[config.mk]
export PLATFORM = sky130hd
export DESIGN_NAME = irq_status_unit
export DESIGN_NICKNAME = d
export VERILOG_FILES = /design/src/rtl/isu_pkg.sv /design/src/rtl/isu_event_bank.sv /design/src/rtl/isu_enable_reg.sv /design/src/rtl/isu_reduce.sv /design/src/rtl/irq_status_unit.sv
export SDC_FILE = /design/constraint.sdc
export NUM_CORES = 1
export LEC_CHECK = 0
export BUFFER_PORTS_ARGS = -buffer_cell sky130_fd_sc_hd__buf_2
export CAP_MARGIN = 20
export CELL_PAD_IN_SITES_DETAIL_PLACEMENT = 2
export CELL_PAD_IN_SITES_GLOBAL_PLACEMENT = 2
export CORE_ASPECT_RATIO = 0.5
export CORE_MARGIN = 1
export CORE_UTILIZATION = 27
export DETAILED_ROUTE_END_ITERATION = 10
export GPL_ROUTABILITY_DRIVEN = 0
export GPL_TIMING_DRIVEN = 0
export PLACE_DENSITY = 0.9
export SYNTH_ARGS = -nofsm -noshare
export SYNTH_HDL_FRONTEND = slang
export SYNTH_SLANG_ARGS = --single-unit
export TNS_END_PERCENT = 20
[constraint.sdc]
create_clock -name clk -period 1.9 [get_ports clk]
set_input_delay 0.095 -clock clk [delete_from_list [all_inputs] [get_ports clk]]
set_output_delay 0.095 -clock clk [all_outputs]
set_load 0.02 [all_outputs]
[src/rtl/isu_pkg.sv]
package isu_pkg;

  // Lane count of the receive error field; the event layout depends on it.
  localparam int RX_LANES = 8;
  localparam int EV_W     = RX_LANES + 8;
  localparam int EN_W     = EV_W + 1;

  // Event bit positions inside the status word.
  localparam int B_SDIO      = RX_LANES + 7;
  localparam int B_RESP_DONE = RX_LANES + 6;
  localparam int B_CHAIN_END = RX_LANES + 5;
  localparam int B_DESC_TMO  = RX_LANES + 4;
  localparam int B_RESP_TMO  = RX_LANES + 3;
  localparam int B_RESP_ERR  = RX_LANES + 2;
  localparam int B_DESC_ERR  = RX_LANES + 1;
  localparam int B_TX_ERR    = RX_LANES;
  localparam int B_SECURE    = EV_W;

  typedef logic [EV_W-1:0] ev_vec_t;
  typedef logic [EN_W-1:0] en_vec_t;

  // One bit of write-one-to-clear storage: a set pulse outranks a clear.
  function automatic logic w1c_bit(input logic cur, input logic set,
                                   input logic clr);
    return set | (cur & ~clr);
  endfunction

  function automatic ev_vec_t timeout_mask();
    ev_vec_t m;
    m = '0;
    m[B_DESC_TMO] = 1'b1;
    m[B_RESP_TMO] = 1'b1;
    return m;
  endfunction

  function automatic ev_vec_t error_mask();
    ev_vec_t m;
    m = '0;
    m[B_RESP_ERR] = 1'b1;
    m[B_DESC_ERR] = 1'b1;
    m[B_TX_ERR]   = 1'b1;
    for (int i = 0; i < RX_LANES; i++) m[i] = 1'b1;
    return m;
  endfunction

  function automatic logic any_pending(input ev_vec_t st, input ev_vec_t mask);
    return |(st & mask);
  endfunction

endpackage

[src/rtl/isu_event_bank.sv]
module isu_event_bank
  import isu_pkg::*;
(
  input  logic    clk,
  input  logic    rst,
  input  ev_vec_t set_vec,
  input  logic    clr_en,
  input  ev_vec_t clr_vec,
  output ev_vec_t status_q
);

  genvar g;
  generate
    for (g = 0; g < EV_W; g++) begin : g_bit
      logic clr_hit;
      assign clr_hit = clr_en & clr_vec[g];

      always_ff @(posedge clk) begin
        if (rst) status_q[g] <= 1'b0;
        else     status_q[g] <= w1c_bit(status_q[g], set_vec[g], clr_hit);
      end
    end
  endgenerate

endmodule

[src/rtl/isu_enable_reg.sv]
module isu_enable_reg
  import isu_pkg::*;
(
  input  logic    clk,
  input  logic    rst,
  input  logic    wr_en,
  input  en_vec_t wr_val,
  output en_vec_t en_q
);

  always_ff @(posedge clk) begin
    if (rst)        en_q <= '0;
    else if (wr_en) en_q <= wr_val;
  end

endmodule

[src/rtl/isu_reduce.sv]
module isu_reduce
  import isu_pkg::*;
(
  input  ev_vec_t status_q,
  input  en_vec_t en_q,
  output logic    irq,
  output logic    timeout_sum,
  output logic    error_sum
);

  ev_vec_t ev_en;
  logic    secure_unused;

  assign ev_en         = en_q[EV_W-1:0];
  assign secure_unused = en_q[B_SECURE];

  assign irq         = any_pending(status_q, ev_en);
  assign timeout_sum = any_pending(status_q, timeout_mask());
  assign error_sum   = any_pending(status_q, error_mask());

endmodule

[src/rtl/irq_status_unit.sv]
module irq_status_unit
  import isu_pkg::*;
#(
  parameter int ADDR_W = 8,
  parameter int DATA_W = 32,
  parameter logic [ADDR_W-1:0] STATUS_OFS = 8'h48,
  parameter logic [ADDR_W-1:0] ENABLE_OFS = 8'h4C,
  parameter int CORE_BUSY_BIT = 31,
  parameter int DESC_BUSY_BIT = 30
) (
  input  logic                clk,
  input  logic                rst,
  input  logic                ev_sdio,
  input  logic                ev_resp_done,
  input  logic                ev_chain_end,
  input  logic                ev_desc_tmo,
  input  logic                ev_resp_tmo,
  input  logic                ev_resp_err,
  input  logic                ev_desc_err,
  input  logic                ev_tx_err,
  input  logic [RX_LANES-1:0] ev_rx_err,
  input  logic                core_busy,
  input  logic                desc_busy,
  input  logic [ADDR_W-1:0]   bus_addr,
  input  logic                bus_wr,
  input  logic [DATA_W-1:0]   bus_wdata,
  output logic [DATA_W-1:0]   bus_rdata,
  output logic                irq,
  output logic                timeout_sum,
  output logic                error_sum
);

  localparam int HI_UNUSED_LO = EN_W;

  // Named internal events, also observed by the bound checker.
  ev_vec_t ev_vec;
  ev_vec_t status_q;
  en_vec_t en_q;
  logic    rd_is_stat;
  logic    rd_is_en;
  logic    wr_stat;
  logic    wr_en_reg;
  logic    unused_wdata_hi;

  assign ev_vec = {ev_sdio, ev_resp_done, ev_chain_end, ev_desc_tmo,
                   ev_resp_tmo, ev_resp_err, ev_desc_err, ev_tx_err,
                   ev_rx_err};

  assign rd_is_stat = (bus_addr == STATUS_OFS);
  assign rd_is_en   = (bus_addr == ENABLE_OFS);
  assign wr_stat    = bus_wr & rd_is_stat;
  assign wr_en_reg  = bus_wr & rd_is_en;

  assign unused_wdata_hi = ^bus_wdata[DATA_W-1:HI_UNUSED_LO];

  isu_event_bank u_bank (
    .clk      (clk),
    .rst      (rst),
    .set_vec  (ev_vec),
    .clr_en   (wr_stat),
    .clr_vec  (bus_wdata[EV_W-1:0]),
    .status_q (status_q)
  );

  isu_enable_reg u_enable (
    .clk    (clk),
    .rst    (rst),
    .wr_en  (wr_en_reg),
    .wr_val (bus_wdata[EN_W-1:0]),
    .en_q   (en_q)
  );

  isu_reduce u_reduce (
    .status_q    (status_q),
    .en_q        (en_q),
    .irq         (irq),
    .timeout_sum (timeout_sum),
    .error_sum   (error_sum)
  );

  always_comb begin
    bus_rdata = '0;
    if (rd_is_stat) begin
      bus_rdata[EV_W-1:0]    = status_q;
      bus_rdata[CORE_BUSY_BIT] = core_busy;
      bus_rdata[DESC_BUSY_BIT] = desc_busy;
    end else if (rd_is_en) begin
      bus_rdata[EN_W-1:0] = en_q;
    end
  end

endmodule

Yosys cells after proc, flatten, opt, wreduce, memory -nomap -nowiden --
Index checks and enable logic that the tools add are counted.
Cells by class: equality and inequality tests 2, multiplexer cells 4, bitwise logic cells 67, reductions and logical operators 3
Operators with widths (number):
- $and A1 B1 Y1 | 34
- $mux W17 | 1
- $and A16 B16 Y16 | 1
- $eq A8 B7 Y1 const B | 2
- $mux W16 | 1
- $not A1 Y1 | 16
- $or A1 B1 Y1 | 16
- $reduce_or A16 Y1 | 1
- $reduce_or A11 Y1 | 1
- $mux W2 | 1
- $reduce_or A2 Y1 | 1
- $mux W1 | 1
Storage, ports and cells: register bits after elaboration 33, input port bits 61, output and inout bits 35, logic and storage cells 93

Depth between registers and ports, before layout --
depth in word-level cells 6, mapped depth 6, depth with buffers taken out 3

By module --
A second synthesis with hierarchy kept.
Unflattened totals: cells, all modules 201, area total of the unflattened synthesis 2001.9 µm²
Modules (own cells, without submodules):
- isu_event_bank | cells an instance 68, seq. area each 320.3 µm², instances 1, area each 691.9 µm²
- isu_enable_reg | cells an instance 55, seq. area each 340.3 µm², instances 1, area each 614.3 µm²
- irq_status_unit | cells an instance 64, seq. area each 0.0 µm², instances 1, area each 565.5 µm²
- isu_reduce | cells an instance 14, seq. area each 0.0 µm², instances 1, area each 130.1 µm²

Least setup slack after synthesis --
Ideal clock, no wire load.
path kind input to output, start input port bus_addr[7], end output port bus_rdata[10], data required time 1.805 ns, cell stages on the path 6, setup slack 0.549 ns, arrival 1.256 ns, path buffers 3, path through nor4b_2 > buf_4 > and4_1 > buf_4 > buf_4 > a22o_1
On the way: word-level cells in the longest chain between the ends 3, elaborated cells between the ends (all ways) 4, those cells by class eq/ne (2); mux (2)
RTL lines:
- from (decl) | RTL line irq_status_unit.sv:24 | input logic [ADDR_W-1:0] bus_addr,
- $eq A8 B7 Y1 | RTL line irq_status_unit.sv:50 | assign rd_is_en = (bus_addr == ENABLE_OFS);
- $mux W17 | RTL line irq_status_unit.sv:87 | end else if (rd_is_en) begin
- $mux W16 * | RTL line irq_status_unit.sv:83 | if (rd_is_stat) begin
- to (decl) | RTL line irq_status_unit.sv:27 | output logic [DATA_W-1:0] bus_rdata,
Every way passes the cells marked *; elsewhere a longest branch is shown, timed or not.

Worst setup path after layout --
start input port bus_addr[7], end output port bus_rdata[9]
The elaborated chain is that of the path after synthesis.

==> impl_metrics.toml <==
[final_layout]
layout-drive-gt1-share = 0.365
fillers = 787
antennaDiodeCount = 0
nets = 372
area_growth_pct = 34.4
final_common_cell = "buf_2"
fin_cells = 404
layout_common_cells = "72 x buf_2, 33 x nor2_1, 33 x dfxtp_1"

[timing]
tightestPinTransition_ps = 580
slew_violations = 0
setup_viol = 0
finClkSkew_ps = 0
whs_ps = 92.6
tns_ps = 0
period_needed_ps = 1790
hold_viol_final = 0
slew_headroom = 0.613
max_freq_mhz = 559
period_share = 0.941
rsz0062_at_grt = "no"

[logic_synthesis]
ys_seq_elements = 33
synth_cells = 227
synth_area_leaders = "dfxtp_1 34%, a22o_1 9.1%, buf_4 7.0%, o31ai_2 6.5%, nor2_1 6.4%"
ys.warnings.count = 0
synthesis.area_um2 = 1920
async_flop_share = 0
syn_avg_cell_area_um2 = 8.47
yosysSeqAreaShare = 0.344
yosys.area.top_type_share = 0.344
synth_top_flop_cell = "dfxtp_1"
synth_cell_type_count = 28
synth_area_leader_cell = "dfxtp_1"
synth_edf_count = 0

[setup_path]
max_stage_delay_ps = 390
crit_path_end_kind = "output port"
crit_type = "in2out"
cpMostUsedCell = "buf_4"
cp.required_ps = 1800
cp.arrival_ps = 1690
cp_slowest_cell = "nor4b_2"
crit_chain = "buf_2 > nor4b_2 > buf_4 > and4_1 > buf_4 > buf_4 > a22o_1 > buf_2"
start_kind = "input pin"
crit_fanout = 10

[global_routing]
grt_pass1_wl_mm = 12.6
grt.overflow.total = 0
grt_usage = 0.227
grt_max_degree = 11
antenna_found_initial = 0
grt_pass1_vias = 2313

[die]
io_pins = 96
initial_core_util = 0.283
core_area_um2 = 6780
die_area_um2 = 7480
num_rows = 21
die_y_um = 61.7
die_w_um = 121

[clock_tree]
insertion_delay_ps = 280
cts_tree = "done"
ctsResizeCount = 0
cts_root_buf = "clkbuf_16"
cts_max_path_buffers = 2
hold_buffers = 0
numCtsBuffers = 5
clkTransAtPathRegs_ps = 60
cts_max_level = 2
clock-sinks = 33
post_cts_buffers = 0

[run_status]
status = "finished clean"

[placed_design]
hpwl_mm = 6.05
dp_cells = 395
portBuffers = 64

[routing]
drt_iter0_markers = 74
viasPerCell = 5.34
via_count = 2158
wl_mm = 8.28
drc_errors = 0
avgRoutedWirePerCell_um = 20.5
final_antenna_net_count = 0
dr.pass1.iters = 4

[flow_run]
cap_viol_max_count = 0

[min_path]
hold_path_class = "in2reg"

[power]
irDropWorstVdd_v = 0.000320
power_density_nw_per_um2 = 758
power_leakage_nw = 1.12
where the power goes:
part	switching [W]	internal [W]	total (W)
logic	0.000147	0.0000921	0.000239
registers	0.0000316	0.000717	0.000749
clock network	0.000314	0.000655	0.000969
total	0.000492	0.00146	0.00196
critical path, delay by kind of cell:
| kind | cells | cell delay, ps |
|---|---|---|
| compound gates | 1 | 160 |
| simple gates | 2 | 590 |
| buf+inv | 5 | 850 |
routing by layer:
layer  vias up  GRT usage  share of wire  routed length, um
met1      1067      0.276           0.43               3600
met5         -          0              0                  0
met3        20     0.0509          0.054                448
met2        74      0.402           0.48               4010
met4         0     0.0952          0.027                225
li1        997          -              -                  -
state kept, by name, indices dropped and copies added, names as in the netlist:
register	cells
u_enable.en_q	17
u_bank.status_q	16
per-stage QoR:
step                total power (W)  worst slack, ps  instance area (um2)  utilization
global route                0.00202             49.7                 2580        0.381
finish                      0.00196              112                 2580        0.381
detailed placement         0.000992             86.9                 2400        0.354
global placement           0.000976              174                 2400        0.354
CTS                         0.00196             76.1                 2570        0.380
floorplan                  0.000887              549                 1970            -
synthesized netlist by cell type, types with 2 or more instances:
| cell | number |
|---|---|
| nand4_1 | 18 |
| a22o_1 | 20 |
| and4_1 | 3 |
| buf_2 | 8 |
| dfxtp_1 | 33 |
| clkbuf_1 | 6 |
| a21oi_1 | 17 |
| o31ai_1 | 7 |
| o31ai_2 | 10 |
| and2_1 | 3 |
| buf_4 | 18 |
| a221oi_1 | 4 |
| a211oi_1 | 16 |
| nor4_1 | 2 |
| buf_6 | 2 |
| nor2_1 | 33 |
| nand2_1 | 16 |
area by class of cell:
cell class | instances | area [um2] | area share
clock buffer | 7 | 143 | 0.0552
inverter | 1 | 3.75 | 0.00145
clock inverter | 1 | 30.0 | 0.0116
sequential | 33 | 661 | 0.256
timing repair buffer | 65 | 328 | 0.127
multi-input combinational | 169 | 1060 | 0.410
buffer | 36 | 244 | 0.0945
tap | 92 | 115 | 0.0446
cells by family after synthesis:
group,after synthesis,synth area share
and+or+nand+nor,82,0.217
AOI/OAI and AO/OA,74,0.309
buffers and inverters,37,0.129
DFF,33,0.344
other,1,0.00195
path summary, 6_finish.rpt:
| kind | startpoint | to | slack, ps | cells after the start |
|---|---|---|---|---|
| worst max-delay path | bus_addr[7] | bus_rdata[9] | 110 | 8 |
| worst max register to register | u_bank.status_q[4] | u_bank.status_q[4] | 1000 | 2 |
| worst min-delay path | bus_wdata[9] | u_enable.en_q[9] | 90 | 3 |
| worst min register to register | u_enable.en_q[16] | u_enable.en_q[16] | 490 | 2 |
(Power assumes the default switching activity.)
